--- config.mk ---
export PLATFORM = sky130hd
export DESIGN_NAME = opnd_fetch
export DESIGN_NICKNAME = d
export VERILOG_FILES = /design/src/rtl/opnd_fetch.sv
export SDC_FILE = /design/constraint.sdc
export NUM_CORES = 1
export LEC_CHECK = 0
export ABC_AREA = 1
export BUFFER_PORTS_ARGS = -buffer_cell sky130_fd_sc_hd__buf_2
export CAP_MARGIN = 20
export CORE_AREA = 2 2 92 67
export CTS_CLUSTER_SIZE = 14
export DETAILED_ROUTE_END_ITERATION = 10
export DIE_AREA = 0 0 94 69
export MAX_ROUTING_LAYER = met4
export PLACE_DENSITY_LB_ADDON = 0.3
export SLEW_MARGIN = 20
export SYNTH_ARGS = -nofsm -noshare
export SYNTH_HDL_FRONTEND = slang
export SYNTH_SLANG_ARGS = --single-unit
--- constraint.sdc ---
create_clock -name clk -period 2.9 [get_ports clk]
set_input_delay 0.58 -clock clk [delete_from_list [all_inputs] [get_ports clk]]
set_output_delay 0.58 -clock clk [all_outputs]
set_load 0.005 [all_outputs]
--- src/rtl/opnd_fetch.sv ---
module opnd_fetch #(
  parameter int AW = 8,
  parameter int DW = 16,
  parameter int RW = 3
) (
  input  logic          clk,
  input  logic          rst_n,
  input  logic          start,
  input  logic [2:0]    mode,
  input  logic [DW-1:0] field,
  input  logic [RW-1:0] reg_sel,
  output logic [RW-1:0] rf_sel,
  input  logic [DW-1:0] rf_data,
  output logic          mem_req,
  output logic [AW-1:0] mem_addr,
  input  logic          mem_rvalid,
  input  logic [DW-1:0] mem_rdata,
  output logic          busy,
  output logic          done,
  output logic [DW-1:0] operand,
  output logic [AW-1:0] eff_addr,
  output logic [1:0]    acc_cnt
);
  localparam logic [2:0] M_REG = 3'd1;
  localparam logic [2:0] M_DIR = 3'd2;
  localparam logic [2:0] M_IND = 3'd3;
  localparam logic [2:0] M_IDX = 3'd4;
  localparam logic [2:0] M_IXI = 3'd5;

  typedef enum logic [1:0] {S_IDLE, S_WAIT1, S_WAIT2} st_t;
  st_t st;
  logic deref;

  logic uses_mem, uses_idx;
  logic [AW-1:0] first_addr;

  assign uses_mem   = (mode == M_DIR) || (mode == M_IND) || (mode == M_IDX) || (mode == M_IXI);
  assign uses_idx   = (mode == M_IDX) || (mode == M_IXI);
  assign first_addr = field[AW-1:0] + (uses_idx ? rf_data[AW-1:0] : '0);
  assign rf_sel     = reg_sel;
  assign busy       = (st != S_IDLE);

  always_ff @(posedge clk) begin
    if (!rst_n) begin
      st       <= S_IDLE;
      deref    <= 1'b0;
      mem_req  <= 1'b0;
      mem_addr <= '0;
      done     <= 1'b0;
      operand  <= '0;
      eff_addr <= '0;
      acc_cnt  <= '0;
    end else begin
      mem_req <= 1'b0;
      done    <= 1'b0;
      case (st)
        S_IDLE: begin
          if (start) begin
            acc_cnt <= '0;
            if (uses_mem) begin
              mem_req  <= 1'b1;
              mem_addr <= first_addr;
              deref    <= (mode == M_IND) || (mode == M_IXI);
              st       <= S_WAIT1;
            end else begin
              done     <= 1'b1;
              operand  <= (mode == M_REG) ? rf_data : field;
              eff_addr <= '0;
            end
          end
        end
        S_WAIT1: begin
          if (mem_rvalid) begin
            acc_cnt <= 2'd1;
            if (deref) begin
              mem_req  <= 1'b1;
              mem_addr <= mem_rdata[AW-1:0];
              st       <= S_WAIT2;
            end else begin
              done     <= 1'b1;
              operand  <= mem_rdata;
              eff_addr <= mem_addr;
              st       <= S_IDLE;
            end
          end
        end
        S_WAIT2: begin
          if (mem_rvalid) begin
            acc_cnt  <= 2'd2;
            done     <= 1'b1;
            operand  <= mem_rdata;
            eff_addr <= mem_addr;
            st       <= S_IDLE;
          end
        end
        default: st <= S_IDLE;
      endcase
    end
  end
endmodule

After elaboration in Yosys (flattened, before gate mapping)
Cells that the tools add are included.

cells by class
  add/subtract/negate cells = 1
  equal/unequal tests = 14
  multiplexer cells = 40
  reductions and logical operators = 14

operators by type and width
  cell                  count
  $mux W16              6
  $mux W8               10
  $pmux W16 S3          1
  $pmux W8 S3           1
  $mux W2               8
  $pmux W8 S2           1
  $ne A2 B2 Y1 const B  7
  $pmux W2 S3           2
  $mux W1               9
  $add A8 B8 Y8         1
  $reduce_and A4 Y1     2
  $eq A3 B2 Y1 const B  2
  $eq A3 B3 Y1 const B  2
  $reduce_and A6 Y1     1
  $logic_or A1 B1 Y1    5
  $reduce_and A5 Y1     1
  $reduce_bool A2 Y1    2
  $eq A3 B1 Y1 const B  1
  $pmux W1 S3           1
  $reduce_and A3 Y1     1
  $reduce_bool A3 Y1    1
  $eq A2 B1 Y1 const B  1
  $eq A2 B2 Y1 const B  1
  $logic_not A2 Y1      1
  $pmux W1 S2           1

storage, ports and cells
  flip-flop bits (word level) = 39
  input bits = 58
  output and inout bits = 40
  word-level logic and storage cells = 77

Depth between registers and ports, before layout
  word-level depth = 7
  depth in mapped cells = 17
  mapped depth without buffers = 16

Worst setup path before layout
No wires, ideal clock.

  path kind = in2reg
  start point = in mode[1]
  end point = reg mem_addr[6]
  library setup time = 0.066 ns
  arrival time = 2.196 ns
  data required time = 2.834 ns
  slack = 0.638 ns
  stages = 17
  buffers on the path = 1
  cell sequence = inv_1 > ha_1 > clkbuf_1 > nand2_1 > inv_1 > ha_1 > inv_1 > fa_1 > inv_1 > nand2_1 > nand2_1 > nand3b_1 > nand2_1 > nand2_1 > nand3_1 > nand2_1 > a21oi_2

between the ends
  cells in the longest elaborated chain, start to end = 7
  elaborated cells between the ends (all ways) = 15
  classes of those cells = add/sub (1); eq/ne (5); mux (4); reduce/logical (5)

RTL lines
  item                  line    text
  start, declared       9       input logic [2:0] mode,
  $eq A3 B3 Y1          37, 38
  $logic_or A1 B1 Y1    38      assign uses_idx = (mode == M_IDX) || (mode == M_IXI);
  $mux W8               39      assign first_addr = field[AW-1:0] + (uses_idx ? rf_data[AW-1:0] : '0);
  $add A8 B8 Y8         39
  $mux W8               60      if (uses_mem) begin
  $mux W8               58      if (start) begin
  $pmux W8 S2           56      case (st)
  end signal, assigned  62      mem_addr <= first_addr;
  end signal, assigned  77      mem_addr <= mem_rdata[AW-1:0];
  end, declared         15      output logic [AW-1:0] mem_addr,

Several ways; a longest one is shown, not always the timed one. The select of a mux whose other input is x is not followed.
A chain may end at the register's enable or synchronous reset.

Final worst setup path
Ends and elaborated chain as after synthesis.

==> results.cfg <==
[critical_path]
crit_arrival_ns = 2.43
critPathMaxFanout = 9
cp-end-kind = register
r2r_cells = 9
worst_setup_path_start_kind = input port
worstPathRequired_ns = 3.12
worstSetupPathType = input port to register

[detailed_routing]
drc = 0
wl_mm = 6.72
ant_nets = 0
wl_per_cell_um = 13.1
vias_per_cell = 4.89
vias = 2505
first_iter_violations = 158
drt_pass1_iterations = 4

[grt]
grt_max_degree = 41
grt_pass1_vias = 2185
grt-ovfl-total = 0
grt.total_usage_pct = 21.4
antenna_found_initial = 0
grt_pass1_wl_mm = 10.7

[clock_network]
cts_made_buffers = 5
clockRootBuffer = clkbuf_8
cts_sinks = 39
postCtsHoldBufs = 0
htree_levels = 2
cts_setup_buffers = 0
cts_resized = 0
cts_tree = yes
clockBufferDepth = 2
clkTransAtPathRegs_ns = 0.07
clk_latency_ns = 0.29

[synth]
netlist_area_um2 = 2440
synth.area.top_cells = dfxtp_1 32%, nand2_1 13%, a21oi_1 11%, ha_1 6.7%, nand3_1 6.4%
synth_cells = 358
avgSynthCellArea_um2 = 6.82
synth_top_area_share_pct = 32.0
synth-seq-cells = 39
async_flop_share_pct = 0
synth_nets = 430
synth_flop_cell = dfxtp_1
synth_edf_count = 0
yosysWarnings = 0
synth_cell_types = 29
synth_top_cell_by_area = dfxtp_1
ys_seq_area_share_pct = 32.0

[sta]
finalSetupViolCount = 0
tightestPinTransition_ns = 0.636
fmaxAchievable_mhz = 452
skew_ns = 0.00807
setup_slack_ns = 0.686
slew_violations = 0
min_period_ns = 2.21
rsz0062_at_grt = false
period_share_pct = 76.3
setup_tns_ns = 0
hold_violations = 0
slew_headroom_pct = 57.5

[floorplanning]
row_count = 23
die_w_um = 94
die-height_um = 69
initial_core_util_pct = 43.5
dieArea_um2 = 6490
io_pins = 98
coreArea_um2 = 5610

[place]
dp_slack_ns = 0.379
post-dp-hpwl_mm = 4.98
dpl_cell_area_um2 = 2860
port-buffer-count = 91
place.gp.congestion = 0.900
dp_cells = 505

[pwr]
power_density_nw_per_um2 = 840
p_seq_share_pct = 33.3
p_switching_uw = 1060
clockPowerShare_pct = 17.7
comb_power_share_pct = 49.1
irDropWorstVdd_mv = 0.355
p_int_uw = 1430
p_sw_share_pct = 42.4
p_leak_uw = 0.00161

[layout]
final_area_um2 = 2960
drive_above_1_share_pct = 26.5
area_growth_pct = 21.3
fin_cells = 512
antennaDiodeCount = 0
fillers = 568
fin_nets = 509

[min_path]
worstHoldPathType = register to register
holdPathStages = 2

[job]
max_cap_violations = 0

[run_status]
status = finished clean
==> layout by cell type (no fill, tap or decap), types with 2 or more instances in the layout <==
master / instances
dfxtp_1: 39
a21o_1: 14
inv_2: 2
nor2_2: 3
buf_4: 3
clkbuf_8: 5
nand2_2: 2
ha_1: 13
nand2_1: 82
inv_1: 31
nor3_1: 2
o21ai_1: 3
nand3b_1: 3
a21oi_1: 52
buf_2: 91
nor2_1: 19
nand3_1: 31
o21ai_0: 27
a21oi_2: 2
or2_2: 4
==> cells in the mapped netlist (3+ instances only) <==
cell      count
buf_2         4
buf_6         6
nand3b_1      3
nor2_1       19
o21ai_0      27
buf_4         3
nand3_1      31
nand2_1      82
a21o_1       14
inv_1        31
dfxtp_1      39
or2_2         4
o21ai_1       3
nor2_2        3
ha_1         13
a21oi_1      52
clkbuf_1      8
==> state kept, by name, indices dropped and copies added (netlist names) <==
name	cells
mem_req	1
mem_addr	8
eff_addr	8
deref	1
st	2
operand	16
acc_cnt	2
done	1
==> cells by family (layout without fill, tap and decap cells) <==
kind of cell / count (synthesis) / after routing / synth area share [%]
compound gates: 100 / 100 / 22.5
buf+inv: 57 / 136 / 11.8
fa+ha+maj: 14 / 14 / 7.48
simple gates: 147 / 147 / 25.9
xor+xnor: 1 / 1 / 0.359
flops: 39 / 39 / 32.0
==> power groups by stage <==
stage | clock (uW) | combinational, uW | sequential [uW]
finish | 440 | 1220 | 828
global route | 468 | 1380 | 846
CTS | 447 | 1220 | 827
detailed placement | 0 | 1210 | 833
global placement | 0 | 1200 | 830
floorplan | 0 | 880 | 843
==> critical path, stage by stage <==
cell	delay, ns
buf_2	0.11
inv_1	0.05
ha_1	0.34
nand2_1	0.08
inv_1	0.06
ha_1	0.14
inv_1	0.05
fa_1	0.35
inv_1	0.07
nand2_1	0.06
nand2_1	0.08
nand3b_1	0.10
nand2_1	0.07
nand2_1	0.04
nand3_1	0.06
nand2_1	0.06
a21oi_2	0.10
==> area by class of cell <==
| class | count | area, um2 | share of cell area [%] |
|---|---|---|---|
| clock buffer | 6 | 72.6 | 2.45 |
| clock inverter | 1 | 30.0 | 1.01 |
| inverter | 35 | 134 | 4.52 |
| multi-input combinational | 262 | 1370 | 46.4 |
| sequential | 39 | 781 | 26.4 |
| tap | 75 | 93.8 | 3.17 |
| timing repair buffer | 94 | 478 | 16.1 |
==> metal layers <==
layer	GRT usage [%]	vias up	wire length, um
met4	6.12	0	65
met2	28.2	115	2610
met3	4.59	6	754
li1	-	1327	-
met5	-	-	0
met1	32.5	1057	3290
==> per-stage QoR <==
step | total power [uW] | hold WS, ns | utilization [%]
after floorplan | 1720 | 0.458 | -
after global placement | 2030 | 0.448 | 51.0
after detailed placement | 2040 | 0.452 | 51.0
after CTS | 2490 | 0.464 | 52.8
after global routing | 2700 | 0.481 | 52.8
final | 2490 | 0.461 | 52.8
==> worst paths after layout <==
kind	start	endpoint	slack (ns)
max	mode[1]	mem_addr[6]	0.69
min	eff_addr[6]	eff_addr[6]	0.46
max reg2reg	st[1]	operand[12]	0.80
min reg2reg	eff_addr[6]	eff_addr[6]	0.46
No activity file was read; power rests on OpenSTA's default activity.
